===== src/rtl/magcmp_pkg.sv =====
package magcmp_pkg;

    localparam int CMP_WIDTH_DEFAULT = 8;

    // Inputs seen by one bit cell of the chain.
    typedef struct packed {
        logic a_bit;   // bit of operand A
        logic nb_bit;  // inverted bit of operand B
        logic c_in;    // carry from the cell below
    } cell_in_t;

    // Majority of three: the carry function of a full adder.
    function automatic logic maj3(input cell_in_t v);
        return (v.a_bit & v.nb_bit) | (v.a_bit & v.c_in) | (v.nb_bit & v.c_in);
    endfunction

endpackage


===== src/rtl/magcmp_invert.sv =====
module magcmp_invert #(
    parameter int WIDTH = magcmp_pkg::CMP_WIDTH_DEFAULT
) (
    input  logic [WIDTH-1:0] din,
    output logic [WIDTH-1:0] dout
);
    for (genvar i = 0; i < WIDTH; i++) begin : g_inv
        assign dout[i] = ~din[i];
    end
endmodule


===== src/rtl/magcmp_cell.sv =====
module magcmp_cell
    import magcmp_pkg::*;
(
    input  cell_in_t cin_bundle,
    output logic     c_out
);
    assign c_out = maj3(cin_bundle);

    always_comb begin
        // propagate when inputs disagree
        if (cin_bundle.a_bit != cin_bundle.nb_bit) begin
            p_cell_propagate_r9: assert (c_out == cin_bundle.c_in)
                else $error("cell propagate broken");
        end else begin
            // generate/kill when inputs agree
            p_cell_decide_r9: assert (c_out == cin_bundle.a_bit)
                else $error("cell decide broken");
        end
    end
endmodule


===== src/rtl/magcmp_chain.sv =====
module magcmp_chain
    import magcmp_pkg::*;
#(
    parameter int WIDTH = CMP_WIDTH_DEFAULT
) (
    input  logic [WIDTH-1:0] a_bits,
    input  logic [WIDTH-1:0] nb_bits,
    input  logic             c0,
    output logic [WIDTH:0]   carries
);
    assign carries[0] = c0;

    for (genvar i = 0; i < WIDTH; i++) begin : g_cell
        cell_in_t bundle;
        assign bundle.a_bit  = a_bits[i];
        assign bundle.nb_bit = nb_bits[i];
        assign bundle.c_in   = carries[i];
        magcmp_cell u_cell (
            .cin_bundle (bundle),
            .c_out      (carries[i+1])
        );
    end
endmodule


===== src/rtl/mag_cmp_chain.sv =====
module mag_cmp_chain
    import magcmp_pkg::*;
#(
    parameter int WIDTH = CMP_WIDTH_DEFAULT
) (
    input  logic [WIDTH-1:0] opa,
    input  logic [WIDTH-1:0] opb,
    input  logic             tie_in,
    output logic             gt_flag,
    output logic [WIDTH:0]   carry_vec
);
    localparam int TOP = WIDTH;

    logic [WIDTH-1:0] opb_n;
    logic [WIDTH:0]   chain_c;

    magcmp_invert #(.WIDTH(WIDTH)) u_inv (
        .din  (opb),
        .dout (opb_n)
    );

    magcmp_chain #(.WIDTH(WIDTH)) u_chain (
        .a_bits  (opa),
        .nb_bits (opb_n),
        .c0      (tie_in),
        .carries (chain_c)
    );

    assign carry_vec = chain_c;
    assign gt_flag   = chain_c[TOP];

    always_comb begin
        if (opa > opb) begin
            p_greater_sets_r1: assert (gt_flag)
                else $error("A>B but flag low");
        end
        if (opa < opb) begin
            p_less_clears_r2: assert (!gt_flag)
                else $error("A<B but flag high");
        end
        if (opa == opb) begin
            p_equal_passes_tie_r3: assert (gt_flag == tie_in)
                else $error("equal operands did not pass control");
        end
        if (opa[0] != opb[0] && opa[WIDTH-1:1] == opb[WIDTH-1:1] && !tie_in) begin
            p_lsb_ripple_r8: assert (gt_flag == opa[0])
                else $error("bit-0 decision lost on ripple");
        end
    end
endmodule


===== config.mk =====
export PLATFORM = sky130hd
export DESIGN_NAME = mag_cmp_chain
export DESIGN_NICKNAME = d
export VERILOG_FILES = /design/src/rtl/magcmp_pkg.sv /design/src/rtl/magcmp_invert.sv /design/src/rtl/magcmp_cell.sv /design/src/rtl/magcmp_chain.sv /design/src/rtl/mag_cmp_chain.sv
export SDC_FILE = /design/constraint.sdc
export NUM_CORES = 1
export LEC_CHECK = 0
export ABC_AREA = 1
export BUFFER_PORTS_ARGS = -buffer_cell sky130_fd_sc_hd__buf_2
export CORE_AREA = 2 2 39 41
export DETAILED_ROUTE_END_ITERATION = 12
export DIE_AREA = 0 0 41 43
export PLACE_DENSITY_LB_ADDON = 0.05
export SLEW_MARGIN = 20
export SYNTH_ARGS = -nofsm -noshare
export SYNTH_HDL_FRONTEND = slang
export SYNTH_SLANG_ARGS = --single-unit
export TNS_END_PERCENT = 20

===== constraint.sdc =====
create_clock -name vclk -period 0.9
set_input_delay 0 -clock vclk [all_inputs]
set_output_delay 0 -clock vclk [all_outputs]
set_load 0.02 [all_outputs]

### Word-level counts from Yosys, hierarchy flattened

Index checks and enable logic that the tools add are counted.
W data, S select, Z words.

* flip-flop bits (word level): 0
* output and inout port bits: 10
* logic and storage cells: 48

* bitwise logic cells: 48

Operators by type and width (number)
* $and A1 B1 Y1: 24
* $or A1 B1 Y1: 16
* $not A1 Y1: 8

### Depth between registers and ports, before layout

Gate-level depths: netlist of the first run.

* word-level depth: 25
* depth in mapped cells: 17
* depth with buffers taken out: 16

### By module

From an unflattened synthesis of the first run, not the netlist that was laid out.

* cells, all modules: 42
* area total of the unflattened synthesis: 215.2 um^2

By module, submodules not included
* magcmp_cell: instances 8, cells each 4, area each 21.3 um^2, seq. area each 0.0 um^2
* magcmp_invert: instances 1, cells each 8, area each 30.0 um^2, seq. area each 0.0 um^2
* mag_cmp_chain: instances 1, cells each 1, area each 7.5 um^2, seq. area each 0.0 um^2
* magcmp_chain: instances 1, cells each 1, area each 7.5 um^2, seq. area each 0.0 um^2

### Least setup slack after synthesis of the first run

OpenSTA, ideal clock, no wires.

* path type: in2out
* start point: input port opa[0]
* end point: output port carry_vec[8]
* data arrival time: 1218 ps
* required time: 900 ps
* path slack: -318 ps
* stages: 17
* buffers on the path: 1
* path through: nand2_1 > nand2_1 > nand2_1 > nand2_1 > nand2_1 > nand2_1 > nand2_1 > nand2_1 > nand2_1 > nand2_1 > nand2_1 > nand2_1 > nand2_1 > nand2_1 > nand2_2 > a21oi_2 > buf_4

* longest elaborated chain between the ends: 24
* elaborated cells on any way between the ends: 32

Ends and longest elaborated chain
* start, declared: RTL line mag_cmp_chain.sv:6 `input logic [WIDTH-1:0] opa,`
* $and A1 B1 Y1: RTL line magcmp_pkg.sv:14 `return (v.a_bit & v.nb_bit) | (v.a_bit & v.c_in) | (v.nb_bit & v.c_in);`
* $or A1 B1 Y1 * (2 in series): RTL line magcmp_pkg.sv:14
* $and A1 B1 Y1: RTL line magcmp_pkg.sv:14
* $or A1 B1 Y1: RTL line magcmp_pkg.sv:14
* $or A1 B1 Y1 *: RTL line magcmp_pkg.sv:14
* $and A1 B1 Y1: RTL line magcmp_pkg.sv:14
* $or A1 B1 Y1: RTL line magcmp_pkg.sv:14
* $or A1 B1 Y1 *: RTL line magcmp_pkg.sv:14
* [7 not listed]
* $or A1 B1 Y1: RTL line magcmp_pkg.sv:14
* $or A1 B1 Y1 *: RTL line magcmp_pkg.sv:14
* $and A1 B1 Y1: RTL line magcmp_pkg.sv:14
* $or A1 B1 Y1: RTL line magcmp_pkg.sv:14
* $or A1 B1 Y1 *: RTL line magcmp_pkg.sv:14
* $and A1 B1 Y1: RTL line magcmp_pkg.sv:14
* $or A1 B1 Y1: RTL line magcmp_pkg.sv:14
* $or A1 B1 Y1 *: RTL line magcmp_pkg.sv:14
* end, declared: RTL line mag_cmp_chain.sv:10 `output logic [WIDTH:0] carry_vec`

Mark *: on every way between the ends. The rest lies on a longest branch, timed or not.

### Worst setup path after layout of the first run

* start point: input port opa[1]
* end point: output port carry_vec[8]

* longest elaborated chain between the ends: 21
* elaborated cells on any way between the ends: 28

Ends and longest elaborated chain (RTL line)
* $and A1 B1 Y1: magcmp_pkg.sv:14
* $or A1 B1 Y1 * (2 in series): magcmp_pkg.sv:14
* $and A1 B1 Y1: magcmp_pkg.sv:14
* $or A1 B1 Y1: magcmp_pkg.sv:14
* $or A1 B1 Y1 *: magcmp_pkg.sv:14
* $and A1 B1 Y1: magcmp_pkg.sv:14
* $or A1 B1 Y1: magcmp_pkg.sv:14
* $or A1 B1 Y1 *: magcmp_pkg.sv:14
* [4 not listed]
* $or A1 B1 Y1: magcmp_pkg.sv:14
* $or A1 B1 Y1 *: magcmp_pkg.sv:14
* $and A1 B1 Y1: magcmp_pkg.sv:14
* $or A1 B1 Y1: magcmp_pkg.sv:14
* $or A1 B1 Y1 *: magcmp_pkg.sv:14
* $and A1 B1 Y1: magcmp_pkg.sv:14
* $or A1 B1 Y1: magcmp_pkg.sv:14
* $or A1 B1 Y1 *: magcmp_pkg.sv:14

Marks and branches as above.

==> out/results.ini, run 1 <==
[finish]
numSequentialCells=0
diodes=0
finalNonFillerCells=97
clkbuf_count=0
syn2layout_area_growth_pct=56.0
drive_gt1_share_pct=45.7
seq_area_um2=0
nets=100

[timing]
final.setup.tns_ps=-1310
finalCritPeriodShare_pct=136
min_period_ps=1230
fmax_mhz=815
hold_viol=0
tightest_slew_ps=186
slew_headroom_pct=87.5
rsz0062_at_grt=yes
final.setup.worst_slack_ps=-327
drv_slew=0
setup_viol=6

[hold_path]
min_path_type=input port to primary output

[logic_synthesis]
syn_avg_cell_area_um2=4.58
yosysTopAreaCell=nand2_1
synth_area_um2=270
ys_types=8
synthCells=59
synthTopCellsByCount=nand2_1, inv_1, buf_4, nor2_1, or2_2
syn_nets=76
synth_area_leaders=nand2_1, inv_1, buf_4, nor2_1, or2_2
synth_top_area_share_pct=30.6
yosys_warnings=0
synth.most_common_cell=nand2_1
yosysSeqAreaShare_pct=0

[worst_setup_path]
crit_top_cell=nand2_1
cpLargestDelayFamily=simple AND/OR/NAND/NOR gates
slowest_delay_ps=210
crit_chain=buf_2, or2_0, nand2_1, nand2_1, nand2_1, nand2_1, nand2_1, nand2_1, nand2_1, nand2_1, nand2_1, nand2_1, nand2_2, a21oi_4, buf_4
critPathLaunchType=input port
crit_fanout=2
arrival_ps=1230
critPathBufInv=2
setup.worst_path.end_class=primary output
required_ps=900
crit_type=input port to primary output
slowest_stage=or2_0

[global_route]
grt_pass1_wl_um=862
grt_max_degree=4
track_usage_pct=6.29
grt_pass1_vias=284
overflow=0
antenna_found_initial=0

[outcome]
status=complete, but fails checks
violations=negative setup slack

[drt]
dr_wl_met2_um=229
top_layer=met3
drt-wirelength-per-cell_um=5.04
drt-initial-drc-count=1
drtAntennaViolNets=0
wl_met1_um=207
vias_per_cell=3.53
drt_wl_total_um=489
vias=342
drt-pass1-iter-count=3
drc=0
wl_met3_um=52

[floorplanning]
die-area_um2=1760
fp.dieH_um=43
core_area_um2=1380
die_w_um=41
initial_core_util_pct=19.5
num_rows=14
io_pins=27

[placement]
place.gp.congestion=0.611
port_buffers=27
dpl.hpwl_um=463
dp_cells=97

[clocking]
post_cts_buffers=0

[power]
leakagePower_nw=0.317
ir_worst_vdd_mv=0.176
power.density_nw_per_um2=672

[flow_run]
drv_cap=0

==> stage by stage <==
step                hold slack, ps  setup slack [ps]  power (mW)  cell area, um2  util [%]
CTS                            251              -369       0.273             400      28.9
global placement               251              -363       0.267             395      28.6
floorplan                      113              -238       0.206             278         -
global route                   237              -485       0.318             422      30.5
detailed placement             251              -376       0.266             395      28.6
finish                         223              -327       0.283             422      30.5
==> power breakdown <==
part           total (mW)  switching [mW]  internal, mW
clock network           0               0             0
registers               0               0             0
logic               0.283           0.150         0.134
==> path summary, 6_finish.rpt <==
check / from / slack, ps / depth (start not counted) / end
worst max-delay path: opa[1] / -330 / 15 / carry_vec[8]
worst min-delay path: tie_in / 220 / 2 / carry_vec[0]
==> cells in the final DEF (no fill, tap or decap) <==
cell     count
buf_6        3
buf_2       22
or2_2        2
nand2_1     21
nand2_2      2
inv_2        1
buf_4        6
nor2_1       4
or2_0        1
a21oi_4      1
inv_1       18
==> final cells by class <==
type               instances  area (um2)
fillers                  167         962
well taps                 16        20.0
inverters                 19        71.3
multi-input cells         31         141
repair buffers            31         189
==> what timing repair did <==
item                       in CTS  in global routing
setup endpoints to repair       6                  6
hold buffers                    0                  0
pin swaps                       0                  0
gates resized for setup         2                  6
==> per-layer routing <==
layer / vias to the layer above / global-route usage, %
li1: 194 / -
met1: 133 / 7.91
met2: 15 / 11.9
met3: 0 / 0
met4: 0 / 0
met5: - / 0
==> logic make-up after synthesis <==
family / count (synthesis) / share of synthesized area (%)
buffers and inverters: 28 / 51.4
AND/OR/NAND/NOR: 30 / 45.4
AO/OA/AOI/OAI: 1 / 3.24
(Power assumes the default switching activity.)
==> inputs of run 2 (changes only) <==
Settings changed: BUFFER_PORTS_ARGS -buffer_cell sky130_fd_sc_hd__buf_2 to default, DONT_BUFFER_PORTS from default to 1, SYNTH_HIERARCHICAL from default to 1.
==> run 2 against run 1 <==
Net effect: worst setup slack worse by 130 ps; flip-flop and latch count unchanged; utilization fell by 1.4 points; via count down 20%; critical path depth is 2 higher; final cell count decreased by 35%; first-iteration DRC count down 100%; global-route usage fell by 0.90 points; worst hold slack got worse by 220 ps; the run still ends with negative setup slack left.
==> out/results.ini, run 2 <==
[outcome]
status=complete, but fails checks
violations=negative setup slack

[placement]
dpl.hpwl_um=527  ; +14%
port_buffers=0  ; -100%
place.gp.congestion=0.517  ; -15%
dpl-instance-area_um2=398  ; +0.63%

[finish]
drive_gt1_share_pct=70.2  ; +25 points
seq_area_um2=0  ; unchanged
clkbuf_count=0  ; unchanged
syn2layout_area_growth_pct=87.2
diodes=0  ; unchanged
mostFrequentLayoutCells=nand2_2, nand3_4, buf_4, nand2_1, inv_1
numSequentialCells=0  ; unchanged
multi_input_area_um2=288  ; +100%
n_fill_cell=162  ; -3.0%
nets=66  ; -34%
final_common_cell=nand2_2
fin_area_um2=403  ; -4.5%

[timing]
finalCritPeriodShare_pct=151  ; +15 points
rsz0062_at_grt=yes
drv_slew=0  ; unchanged
final.setup.worst_slack_ps=-461  ; -134 ps
setup_viol=5  ; -1
min_period_ps=1360  ; +134 ps
whs_ps=0.0111  ; -223 ps
tightest_slew_ps=153  ; -32.8 ps
final.setup.tns_ps=-1620  ; -318 ps
fmax_mhz=735  ; -9.8%
hold_viol=0  ; unchanged
slew_headroom_pct=89.8  ; +2.2 points

[flow_run]
drv_cap=0  ; unchanged

[worst_setup_path]
crit_top_cell=nand3_4
crit_chain=inv_12, nand2_4, nand3_4, nand2_2, nand3_4, nand2_2, nand3_4, nand2_2, nand3_4, nand2_2, nand3_4, nand2_2, nand3_4, nand2_2, nand3_4, nand2_2, nand3_4
setup.worst_path.end_class=primary output
critPathLaunchType=input port
required_ps=900  ; about the same
crit_fanout=3  ; +1
slowest_delay_ps=150  ; -60 ps
arrival_ps=1360  ; +130 ps
crit_type=input port to primary output
slowest_stage=nand3_4

[floorplanning]
die_w_um=41  ; unchanged
initial_core_util_pct=15.6  ; -4.0 points
num_rows=14  ; unchanged
die-area_um2=1760  ; unchanged
core_area_um2=1380  ; unchanged
fp.dieH_um=43  ; unchanged
io_pins=27  ; unchanged

[power]
power.switching_mw=0.181  ; +21%
ir_worst_vdd_mv=0.279  ; +59%
p_seq_share_pct=0  ; unchanged
total_power_mw=0.301  ; +6.4%
power.clock.fraction_pct=0  ; unchanged
p_int_mw=0.120  ; -10%
swShare_pct=60.1  ; +7.3 points
leakagePower_nw=0.202  ; -36%
power.density_nw_per_um2=748  ; +11%
power_frac_comb_pct=100.0  ; about the same

[logic_synthesis]
synth_top_area_share_pct=41.9  ; +11 points
synth.most_common_cell=nand2_1
syn_avg_cell_area_um2=5.12  ; +12%
yosysSeqAreaShare_pct=0  ; unchanged
synth_area_um2=215  ; -20%
syn_nets=59  ; -22%
synthCells=42  ; -29%
ys_types=4  ; -4
synth_area_leaders=nand2_1, nand3_2, inv_1, buf_4
yosysTopAreaCell=nand2_1
synthTopCellsByCount=nand2_1, inv_1, nand3_2, buf_4
yosys_warnings=6  ; +6

[drt]
drt-pass1-iter-count=1  ; -2
drtAntennaViolNets=0  ; unchanged
drt_wl_total_um=518  ; +5.9%
vias_per_cell=4.32  ; +22%
drc=0  ; unchanged
vias=272  ; -20%
drt-initial-drc-count=0  ; -1
drt-wirelength-per-cell_um=8.22  ; +63%

[clocking]
post_cts_buffers=0  ; unchanged

[global_route]
track_usage_pct=5.39  ; -0.90 points
grt_pass1_wl_um=745  ; -14%
antenna_found_initial=0  ; unchanged
grt_max_degree=4  ; unchanged
overflow=0  ; unchanged
grt_pass1_vias=225  ; -21%

[hold_path]
min_path_type=input port to primary output

## run 2: cell types whose count changed after synthesis
cell / previous run / this run
buf_4: 9 / 2
or2_0: 1 / 0
nor2_1: 4 / 0
or2_2: 2 / 0
nand2_2: 1 / 0
nand2_1: 22 / 24
inv_1: 19 / 8
nand3_2: 0 / 8
a21oi_2: 1 / 0
## run 2: routing by layer
metal  part of all wire [%]  routed length, um  vias up  global-route usage, %
li1                       -                  -      135                      -
met1                     28                143      125                   5.06
met2                     63                326       12                   11.9
met3                    9.3                 48        0                      0
met4                      0                  0        0                      0
met5                      0                  0        -                      0
## run 2: cell families (layout without fill, tap and decap cells)
group | Yosys count | after routing | share of synthesized area [%]
buffers and inverters | 10 | 15 | 20.9
AND/OR/NAND/NOR | 32 | 32 | 79.1
## run 2: repair_timing
| action | CTS | global route |
|---|---|---|
| setup endpoints to repair | 5 | 5 |
| hold buffers | 0 | 0 |
| resized for setup | 0 | 1 |
## run 2: path summary, 6_finish.rpt
| path | end | cells past startpoint | from | slack [ps] |
|---|---|---|---|---|
| setup / recovery | gt_flag | 17 | opb[0] | -460 |
| hold / removal | carry_vec[0] | 0 | tie_in | 0.01 |
## run 2: area by class of cell
type | instances | area share, %
Tap cell | 16 | 4.97
Inverter | 8 | 10.6
Timing Repair Buffer | 7 | 13.0
Multi-Input combinational cell | 32 | 71.4
## run 2: stage by stage
step,instances,util (%),setup WS (ps)
finish,63,29.1,-461
global route,63,29.1,-582
CTS,63,28.8,-495
detailed placement,63,28.8,-494
global placement,63,28.8,-438
floorplan,42,-,-952
## run 2: power by group through the flow
stage               Clock (mW)  Sequential [mW]  Combinational [mW]
global route                 0                0               0.325
floorplan                    0                0               0.254
finish                       0                0               0.301
CTS                          0                0               0.305
global placement             0                0               0.297
detailed placement           0                0               0.304
## run 2: critical path, delay by kind of cell
kind	cells	cell delay (ps)
and+or+nand+nor	16	1330
buffers and inverters	1	20
